==> config.mk <==
export PLATFORM = sky130hd
export DESIGN_NAME = dma_chain_seq
export DESIGN_NICKNAME = d
export VERILOG_FILES = /design/src/rtl/dma_chain_pkg.sv /design/src/rtl/dma_desc_regs.sv /design/src/rtl/dma_seq_fsm.sv /design/src/rtl/dma_chain_seq.sv
export SDC_FILE = /design/constraint.sdc
export NUM_CORES = 1
export LEC_CHECK = 0
export BUFFER_PORTS_ARGS = -buffer_cell sky130_fd_sc_hd__buf_2
export CAP_MARGIN = 20
export CELL_PAD_IN_SITES_DETAIL_PLACEMENT = 0
export CELL_PAD_IN_SITES_GLOBAL_PLACEMENT = 2
export CORE_MARGIN = 2
export CORE_UTILIZATION = 32
export CTS_BUF_LIST = sky130_fd_sc_hd__clkbuf_4 sky130_fd_sc_hd__clkbuf_8
export CTS_CLUSTER_DIAMETER = 40
export DETAILED_ROUTE_END_ITERATION = 7
export PLACE_DENSITY_LB_ADDON = 0.05
export RECOVER_POWER = 100
export REMOVE_ABC_BUFFERS = 1
export SETUP_SLACK_MARGIN = 0.15
export SYNTH_ARGS = -nofsm -noshare
export SYNTH_HDL_FRONTEND = slang
export SYNTH_HIERARCHICAL = 1
export SYNTH_SLANG_ARGS = --single-unit
==> constraint.sdc <==
create_clock -name clk -period 2.6 [get_ports clk]
set_input_delay 0.52 -clock clk [delete_from_list [all_inputs] [get_ports clk]]
set_output_delay 0.52 -clock clk [all_outputs]
set_load 0.02 [all_outputs]
==> src/rtl/dma_chain_pkg.sv <==
package dma_chain_pkg;
  typedef enum logic [2:0] {
    S_IDLE, S_FETCH, S_CHECK, S_READ, S_RWAIT, S_WRITE, S_SEGEND, S_DONE
  } seq_state_t;

  localparam int CTRL_BITS  = 5;
  localparam int EOT_BIT    = 0;
  localparam int RSV_LO_BIT = 1;
  localparam int RSV_HI_BIT = 2;
  localparam int IRQ_BIT    = 3;
  localparam int SNP_BIT    = 4;
  localparam int DESC_WORDS = 4;
  localparam int IDX_W      = $clog2(DESC_WORDS);
endpackage

==> src/rtl/dma_desc_regs.sv <==
module dma_desc_regs
  import dma_chain_pkg::*;
#(
  parameter int AW = 32,
  parameter int DW = 32
) (
  input  logic             clk,
  input  logic             rst,
  input  logic             cap_en,
  input  logic [IDX_W-1:0] cap_idx,
  input  logic [DW-1:0]    cap_data,
  input  logic             adv_en,
  output logic [AW-1:0]    src_q,
  output logic [AW-1:0]    dst_q,
  output logic [DW-1:0]    link_q,
  output logic [DW-1:0]    cnt_q
);
  localparam int STEP = DW / 8;

  always_ff @(posedge clk) begin
    if (rst) begin
      src_q  <= '0;
      dst_q  <= '0;
      link_q <= '0;
      cnt_q  <= '0;
    end else if (cap_en) begin
      case (cap_idx)
        2'd0:    src_q  <= cap_data[AW-1:0];
        2'd1:    dst_q  <= cap_data[AW-1:0];
        2'd2:    link_q <= cap_data;
        default: cnt_q  <= cap_data;
      endcase
    end else if (adv_en) begin
      src_q <= src_q + AW'(STEP);
      dst_q <= dst_q + AW'(STEP);
      cnt_q <= cnt_q - DW'(STEP);
    end
  end

  // the sequencer never steps a segment whose count is already used up
  p_adv_nonzero_r7: assert property (@(posedge clk) disable iff (rst)
    adv_en |-> (cnt_q != '0));
endmodule

==> src/rtl/dma_seq_fsm.sv <==
module dma_seq_fsm
  import dma_chain_pkg::*;
#(
  parameter int AW = 32,
  parameter int DW = 32
) (
  input  logic             clk,
  input  logic             rst,
  input  logic             start,
  input  logic [AW-1:0]    cur_ptr,
  input  logic [DW-1:0]    rd_data,
  input  logic [AW-1:0]    src_q,
  input  logic [AW-1:0]    dst_q,
  input  logic [DW-1:0]    link_q,
  input  logic [DW-1:0]    cnt_q,
  output logic             rd_en_q,
  output logic [AW-1:0]    rd_addr_q,
  output logic             wr_en_q,
  output logic [AW-1:0]    wr_addr_q,
  output logic [DW-1:0]    wr_data_q,
  output logic             snoop_q,
  output logic             busy,
  output logic             done_q,
  output logic             err_q,
  output logic             irq_q,
  output logic             cap_en,
  output logic [IDX_W-1:0] cap_idx,
  output logic             adv_en
);
  localparam int STEP    = DW / 8;
  localparam int STEP_SH = $clog2(STEP);
  localparam int ISS_W   = IDX_W + 1;

  seq_state_t       state_q;
  logic [AW-1:0]    ptr_q;
  logic [ISS_W-1:0] iss_q;
  logic [IDX_W-1:0] rtag_q;
  logic             pend_q;
  logic [IDX_W-1:0] ptag_q;
  logic             last_cap;

  assign busy     = (state_q != S_IDLE);
  assign cap_en   = (state_q == S_FETCH) && pend_q;
  assign cap_idx  = ptag_q;
  assign adv_en   = (state_q == S_WRITE);
  assign last_cap = cap_en && (ptag_q == IDX_W'(DESC_WORDS - 1));

  always_ff @(posedge clk) begin
    if (rst) begin
      state_q   <= S_IDLE;
      ptr_q     <= '0;
      iss_q     <= '0;
      rtag_q    <= '0;
      pend_q    <= 1'b0;
      ptag_q    <= '0;
      rd_en_q   <= 1'b0;
      rd_addr_q <= '0;
      wr_en_q   <= 1'b0;
      wr_addr_q <= '0;
      wr_data_q <= '0;
      snoop_q   <= 1'b0;
      done_q    <= 1'b0;
      err_q     <= 1'b0;
      irq_q     <= 1'b0;
    end else begin
      rd_en_q <= 1'b0;
      wr_en_q <= 1'b0;
      snoop_q <= 1'b0;
      irq_q   <= 1'b0;
      pend_q  <= rd_en_q && (state_q == S_FETCH);
      ptag_q  <= rtag_q;
      case (state_q)
        S_IDLE: begin
          if (start) begin
            done_q <= 1'b0;
            if (cur_ptr[CTRL_BITS-1:0] != '0) begin
              err_q <= 1'b1;
            end else begin
              err_q   <= 1'b0;
              ptr_q   <= cur_ptr;
              iss_q   <= '0;
              state_q <= S_FETCH;
            end
          end
        end
        S_FETCH: begin
          if (iss_q < ISS_W'(DESC_WORDS)) begin
            rd_en_q   <= 1'b1;
            rd_addr_q <= ptr_q + (AW'(iss_q) << STEP_SH);
            rtag_q    <= iss_q[IDX_W-1:0];
            iss_q     <= iss_q + 1'b1;
          end
          if (last_cap) state_q <= S_CHECK;
        end
        S_CHECK: begin
          if (link_q[RSV_HI_BIT:RSV_LO_BIT] != '0) begin
            err_q   <= 1'b1;
            state_q <= S_IDLE;
          end else if (cnt_q == '0) begin
            state_q <= S_SEGEND;
          end else begin
            state_q <= S_READ;
          end
        end
        S_READ: begin
          rd_en_q   <= 1'b1;
          rd_addr_q <= src_q;
          snoop_q   <= link_q[SNP_BIT];
          state_q   <= S_RWAIT;
        end
        S_RWAIT: state_q <= S_WRITE;
        S_WRITE: begin
          wr_en_q   <= 1'b1;
          wr_addr_q <= dst_q;
          wr_data_q <= rd_data;
          snoop_q   <= link_q[SNP_BIT];
          state_q   <= (cnt_q <= DW'(STEP)) ? S_SEGEND : S_READ;
        end
        S_SEGEND: begin
          irq_q <= link_q[IRQ_BIT];
          if (link_q[EOT_BIT]) begin
            state_q <= S_DONE;
          end else begin
            ptr_q   <= {link_q[AW-1:CTRL_BITS], {CTRL_BITS{1'b0}}};
            iss_q   <= '0;
            state_q <= S_FETCH;
          end
        end
        S_DONE: begin
          done_q  <= 1'b1;
          state_q <= S_IDLE;
        end
        default: state_q <= S_IDLE;
      endcase
    end
  end

  // no memory traffic while idle
  p_quiet_idle_r1: assert property (@(posedge clk) disable iff (rst)
    !busy |-> (!rd_en_q && !wr_en_q));
  // descriptor reads stay inside the first 16 bytes of the descriptor
  p_fetch_window_r1: assert property (@(posedge clk) disable iff (rst)
    (rd_en_q && state_q == S_FETCH) |->
      (rd_addr_q[AW-1:4] == ptr_q[AW-1:4] && !rd_addr_q[4]));
  // every data write is preceded by its read two cycles earlier
  p_wr_after_rd_r2: assert property (@(posedge clk) disable iff (rst)
    wr_en_q |-> $past(rd_en_q, 2));
  // done only stands while idle
  p_done_idle_r3: assert property (@(posedge clk) disable iff (rst)
    done_q |-> !busy);
  // interrupt is a single-cycle pulse
  p_irq_pulse_r5: assert property (@(posedge clk) disable iff (rst)
    irq_q |=> !irq_q);
  // snoop attribute only accompanies a request
  p_snoop_req_r6: assert property (@(posedge clk) disable iff (rst)
    snoop_q |-> (rd_en_q || wr_en_q));
  // an error leaves the channel stopped
  p_err_stopped_r8: assert property (@(posedge clk) disable iff (rst)
    err_q |-> !busy);
endmodule

==> src/rtl/dma_chain_seq.sv <==
module dma_chain_seq
  import dma_chain_pkg::*;
#(
  parameter int AW = 32,
  parameter int DW = 32
) (
  input  logic          clk,
  input  logic          rst,
  input  logic          start,
  input  logic [AW-1:0] cur_desc_ptr,
  output logic          mem_rd_en,
  output logic [AW-1:0] mem_rd_addr,
  input  logic [DW-1:0] mem_rd_data,
  output logic          mem_wr_en,
  output logic [AW-1:0] mem_wr_addr,
  output logic [DW-1:0] mem_wr_data,
  output logic          mem_snoop,
  output logic          busy,
  output logic          done,
  output logic          desc_err,
  output logic          seg_irq
);
  logic             cap_en;
  logic [IDX_W-1:0] cap_idx;
  logic             adv_en;
  logic [AW-1:0]    src_q;
  logic [AW-1:0]    dst_q;
  logic [DW-1:0]    link_q;
  logic [DW-1:0]    cnt_q;

  dma_desc_regs #(.AW(AW), .DW(DW)) u_regs (
    .clk      (clk),
    .rst      (rst),
    .cap_en   (cap_en),
    .cap_idx  (cap_idx),
    .cap_data (mem_rd_data),
    .adv_en   (adv_en),
    .src_q    (src_q),
    .dst_q    (dst_q),
    .link_q   (link_q),
    .cnt_q    (cnt_q)
  );

  dma_seq_fsm #(.AW(AW), .DW(DW)) u_fsm (
    .clk       (clk),
    .rst       (rst),
    .start     (start),
    .cur_ptr   (cur_desc_ptr),
    .rd_data   (mem_rd_data),
    .src_q     (src_q),
    .dst_q     (dst_q),
    .link_q    (link_q),
    .cnt_q     (cnt_q),
    .rd_en_q   (mem_rd_en),
    .rd_addr_q (mem_rd_addr),
    .wr_en_q   (mem_wr_en),
    .wr_addr_q (mem_wr_addr),
    .wr_data_q (mem_wr_data),
    .snoop_q   (mem_snoop),
    .busy      (busy),
    .done_q    (done),
    .err_q     (desc_err),
    .irq_q     (seg_irq),
    .cap_en    (cap_en),
    .cap_idx   (cap_idx),
    .adv_en    (adv_en)
  );
endmodule

==> reports/metrics.csv, run 1 <==
metric,value,unit
total gr overflow,0,
Worst Tran Pin Value,1800,ps
initial antenna violation count,0,
I/O Pins,170,
Setup CP Type,reg2reg,
layout cells sized above 1,14.9,%
max-slew violation count,105,
CTS tree,built,
Setup TNS,0,ps
Post-Syn Area,13100,sq um
first-pass GRT wire length,77400,microns
Post-synth EDFFs,0,
"most common cell after layout, fill and taps aside",nand2_1,
switch share,23.0,%
Final ANT Viol Nets,0,
Max-cap violations,2,
Starting Density,32.3,%
busiest grt layer,met2,
core area,40600,sq um
leak pwr,5.55,nW
FMAX,413,MHz
post-synth top area cell,dfxtp_1,
post-synthesis cell count,1702,
clock-pin slew on the worst setup and hold paths,60,ps
top_reg_cell synth,dfxtp_1,
Root Buffer,clkbuf_8,
number of port buffers,169,
final period utilization,93.1,%
Synth area leaders,"dfxtp_1 (42%), nand2_1 (10%), a21oi_1 (6.7%)",
Cell variety after synth,77,
Fillers,4356,
Final min period,2420,ps
met1 global-route usage,33.1,%
fin nets,1977,
"Arr. time, crit path",2970,ps
WL/cell,20.8,microns
synthesized flop and latch total,273,
VDD IR max,0.360,mV
Via Count,13500,
post-DP HPWL,35200,microns
sequential power share,41.4,%
die area,42700,sq um
Global Route Usage Sum,23.7,%
post-route cell area,16300,sq um
Post-Route WL,51600,microns
Critical Path RT,3150,ps
internal power,7.86,mW
DRT iter0 DRCs,966,
die width,207,microns
final setup violation count,0,
worst-path fanout max,7,
drt pass-1 iters,7,
# DRC,0,
Startpoint Class,flip-flop,
chip height,207,microns
failing checks,"capacitance limit, slew limit",
P&R area growth vs syn,23.9,%
fin cells,2483,
sequential area share after synthesis,41.6,%
# hold bufs at CTS,0,
Hold WC Path Type,in2reg,
clk_lat worst skew,640,ps
largest net degree at the start of global routing,103,
met3 Usage GRT,3.14,%
cell area power density,628,nW/um^2
RePlAce Congestion,0.884,
PnR worst setup slack,179,ps
Worst Skew,22.6,ps
# rows,74,
yosys warns,6,
CTS Buffer Depth,3,
vias per cell,5.45,
H-tree lvl count,2,
Synth top area share,41.6,%
run status,"finished, violations left",
max_slew headroom,-20.2,%
grt met2 use,38.0,%
placed cell area,15000,sq um
Logic pwr share,3.0,%
vias in the first global route,12800,
Final Hold Fails,0,
crit end category,flip-flop,
dpl cells,2370,
Psw,2.35,mW
RSZ-0062 raised after global routing,yes,
clock share of power,55.6,%
post-synthesis async set-or-reset flop share,0,%
most frequent cells in the layout,"nand2_1 (362), dfxtp_1 (273), a21oi_1 (177)",
diodes inserted,0,
Syn Area/Cell,7.71,sq um
dpl ws,148,ps
TritonCTS Buffers,60,
CTS Sinks,273,
registers in the layout, summed over array words and instances, names as in the netlist, 2 cells and up:
| signal | count |
|---|---|
| u_fsm/state_q | 3 |
| u_regs/link_q | 32 |
| u_fsm/wr_addr_q | 32 |
| u_fsm/cap_idx | 2 |
| u_fsm/iss_q | 3 |
| u_fsm/wr_data_q | 32 |
| u_regs/cnt_q | 32 |
| u_regs/src_q | 32 |
| u_regs/dst_q | 32 |
| u_fsm/ptr_q | 32 |
| u_fsm/rd_addr_q | 32 |
| u_fsm/rtag_q | 2 |
metal layers:
metal  vias up  part of all wire [%]
met5         -                     0
met4         0                   1.9
met1      6529                    47
li1       6599                     -
met3        65                   4.8
met2       351                    46
critical path, cell delays in order (launching register included):
cell and delay [ps]:
dfxtp_1 410, ha_1 330, o21ai_1 150, or2_0 310, or4_1 560, or4_1 400, a31oi_1 160
metrics by stage:
stage	hold slack (ps)	utilization (%)	total power, mW
4_1_cts	81.2	40.4	10.4
3_3_place_gp	440	36.9	4.63
2_1_floorplan	425	-	4.39
6_report	149	40.0	10.2
3_5_place_dp	445	36.9	4.63
5_1_grt	114	40.0	10.6
cells by family (layout without fill, tap and decap cells):
group | after synthesis | count (layout) | synth area share [%]
XOR/XNOR | 20 | 20 | 1.33
adder cells (fa/ha/maj) | 8 | 8 | 0.820
AO/OA/AOI/OAI | 487 | 487 | 23.6
buffers and inverters | 149 | 398 | 4.37
multiplexers | 15 | 15 | 1.17
flip-flops | 273 | 273 | 41.6
AND/OR/NAND/NOR | 750 | 750 | 27.0
power groups by stage:
stage	Combinational, mW	Clock, mW	Sequential [mW]
detailed placement	0.314	0	4.31
CTS	0.315	5.84	4.22
global placement	0.314	0	4.31
global route	0.333	6.03	4.22
finish	0.309	5.68	4.22
floorplan	0.0703	0	4.31
layout make-up:
| cell class | instances | area, sq um | area share [%] |
|---|---|---|---|
| Multi-Input combinational cell | 1280 | 7120 | 43.8 |
| Tap cell | 532 | 666 | 4.09 |
| Clock buffer | 89 | 1120 | 6.92 |
| Sequential cell | 273 | 5470 | 33.6 |
| Clock inverter | 22 | 325 | 2.00 |
| Timing Repair Buffer | 265 | 1480 | 9.07 |
| Inverter | 22 | 82.6 | 0.508 |
synth_stat cells, types with 9 or more instances:
| cell | count |
|---|---|
| a211oi_1 | 19 |
| a21oi_1 | 177 |
| a22oi_1 | 23 |
| a311oi_1 | 41 |
| a31oi_1 | 18 |
| and2_1 | 9 |
| and3_1 | 21 |
| and4_1 | 11 |
| buf_1 | 10 |
| clkbuf_1 | 111 |
| dfxtp_1 | 273 |
| inv_1 | 18 |
| mux2i_1 | 12 |
| nand2_1 | 363 |
| nand2b_1 | 14 |
| nand3_1 | 38 |
| nand4_1 | 26 |
| nor2_1 | 116 |
| nor3_1 | 46 |
| nor3b_1 | 10 |
| nor4_1 | 26 |
| o211ai_1 | 11 |
| o21ai_0 | 68 |
| o21ai_1 | 18 |
| o22ai_1 | 22 |
| o31ai_1 | 18 |
| or3_1 | 15 |
| or4_1 | 16 |
| xnor2_1 | 12 |
worst paths after layout:
check,from,endpoint,slack (ps),cells after the start
setup / recovery,u_fsm/iss_q[2],u_fsm/rd_addr_q[31],180,6
setup reg to reg,u_fsm/iss_q[2],u_fsm/rd_addr_q[31],180,6
hold / removal,mem_rd_data[6],u_fsm/wr_data_q[6],150,3
hold reg to reg,u_regs/dst_q[1],u_fsm/wr_addr_q[1],450,2
repair_timing:
item / CTS / global route
buffers inserted: 0 / 2
gates resized for setup: 1 / 14
hold endpoints to repair: 0 / 0
pin swaps: 0 / 1
endpoints found under the setup margin: 1 / 31
No activity file was read; power rests on OpenSTA's default activity.
==> inputs of run 2 (changes only) <==
CORE_UTILIZATION = 30   (was 32)
CTS_BUF_LIST = default   (was sky130_fd_sc_hd__clkbuf_4 sky130_fd_sc_hd__clkbuf_8)
==> reports/metrics.csv, run 2 (synthesis gave the netlist of run 1 again) <==
metric,value,unit
final period utilization,92.2,%
DRT iter0 DRCs,901,
R2R Path Start,u_fsm/iss_q[2],
cell area power density,761,nW/um^2
die width,213,microns
# hold bufs at CTS,0,
TritonCTS Buffers,61,
"Arr. time, crit path",2920,ps
# rows,76,
Setup TNS,0,ps
final setup violation count,0,
Global Route Usage Sum,22.8,%
Post-Route WL,52300,microns
r2r worst-path depth,6,
Fillers,4691,
number of port buffers,169,
CP max stage cell,or4_1,
die area,45400,sq um
VDD IR max,0.441,mV
H-tree lvl count,2,
internal power,10.2,mW
hold depth,3,
max-slew violation count,67,
failing checks,"capacitance limit, slew limit",
Hold Path End,u_fsm/ptr_q[24],
# DRC,0,
RSZ-0062 raised after global routing,yes,
FMAX,417,MHz
Final min period,2400,ps
fin nets,1976,
switch share,21.6,%
Final ANT Viol Nets,0,
Via Count,13500,
leak pwr,5.89,nW
Root Buffer,clkbuf_16,
first-pass GRT wire length,78900,microns
diodes inserted,0,
"Cell Chain, Critical Path","ha_1, o21ai_1, or2_0, or4_1, or4_1, a31oi_1",
CTS tree,built,
vias per cell,5.33,
WL/cell,20.6,microns
total gr overflow,0,
max_slew headroom,-3.71,%
clock-pin slew on the worst setup and hold paths,50,ps
"most common cell after layout, fill and taps aside",nand2_1,
Logic pwr share,2.3,%
"Core Util, Final",39.5,%
I/O Pins,170,
P&R area growth vs syn,30.0,%
worst r2r dst,u_fsm/rd_addr_q[31],
worst-path fanout max,7,
Final Hold Fails,0,
vias in the first global route,12800,
Worst Skew,13.8,ps
"most used cell, CP",or4_1,
clk_lat worst skew,600,ps
Max-cap violations,1,
Setup CP Type,reg2reg,
clock share of power,65.1,%
initial antenna violation count,0,
Critical Path RT,3120,ps
sequential power share,32.6,%
core area,43200,sq um
RePlAce Congestion,0.849,
PnR worst setup slack,204,ps
dpl ws,135,ps
crit end category,flip-flop,
FF-to-FF setup slack,200,ps
WHS,184,ps
largest net degree at the start of global routing,82,
Startpoint Class,flip-flop,
Min-Delay Startpoint,cur_desc_ptr[24],
CP max stage delay,550,ps
chip height,213,microns
fin cells,2535,
run status,"finished, violations left",
Starting Density,30.4,%
drt pass-1 iters,5,
post-DP HPWL,35800,microns
CTS Sinks,273,
layout cells sized above 1,14.4,%
Hold WC Path Type,in2reg,
Worst Tran Pin Value,1560,ps
Psw,2.81,mW
dpl cells,2422,
CTS Buffer Depth,3,
most frequent cells in the layout,"nand2_1 (362), dfxtp_1 (273), a21oi_1 (177)",
[run 2: changes by cell type in the layout (fill, tap and decap cells not counted), sizes merged]
cell	delta
bufinv	+5
clkbuf	-13
clkinvlp	-1
inv	-1
clkinv	+9
[run 2: power by group through the flow]
stage,Clock [mW],Combinational (mW),Sequential [mW]
final,8.45,0.305,4.23
after global routing,8.80,0.332,4.23
after CTS,8.61,0.319,4.23
after detailed placement,0,0.317,4.31
after global placement,0,0.316,4.31
after floorplan,0,0.0703,4.31
[run 2: final cells by class]
type / count / area, sq um / area share (%)
clock buffer: 78 / 1710 / 10.0
sequential: 273 / 5470 / 32.0
clock inverter: 34 / 534 / 3.13
tap: 585 / 732 / 4.29
timing repair buffer: 263 / 1440 / 8.45
multi-input combinational: 1280 / 7100 / 41.6
inverter: 22 / 82.6 / 0.484
[run 2: critical path, delay by kind of cell (launching register included)]
| family | cells | cell delay [ps] |
|---|---|---|
| and+or+nand+nor | 3 | 1260 |
| DFF | 1 | 420 |
| AOI/OAI and AO/OA | 2 | 320 |
| adders and majority gates | 1 | 310 |
[run 2: through the flow]
stage | cell area [sq um] | power (mW)
CTS | 17300 | 13.2
global route | 17100 | 13.4
floorplan | 12600 | 4.39
global placement | 15000 | 4.63
detailed placement | 15000 | 4.63
finish | 17100 | 13.0
[run 2: worst max-delay path by stage]
stage | start | cells past startpoint | endpoint
floorplan | u_fsm/state_q[0] | 7 | u_regs/cnt_q[30]
global placement | u_fsm/iss_q[0] | 8 | u_fsm/rd_addr_q[30]
detailed placement | u_fsm/iss_q[0] | 8 | u_fsm/rd_addr_q[30]
CTS | u_fsm/iss_q[0] | 8 | u_fsm/rd_addr_q[30]
global route | u_fsm/iss_q[0] | 8 | u_fsm/rd_addr_q[30]
finish | u_fsm/iss_q[2] | 6 | u_fsm/rd_addr_q[31]
[run 2: what timing repair did]
item / CTS / global route
buffers inserted: 0 / 1
gates resized for setup: 2 / 4
endpoints found under the setup margin: 2 / 36
[run 2: layer usage]
| metal | wire length [microns] | track usage, % | vias up |
|---|---|---|---|
| li1 | - | - | 6595 |
| met1 | 25000 | 31.7 | 6505 |
| met2 | 24000 | 36.6 | 331 |
| met3 | 2260 | 3.00 | 74 |
| met4 | 1110 | 7.14 | 0 |
| met5 | 0 | 0 | - |
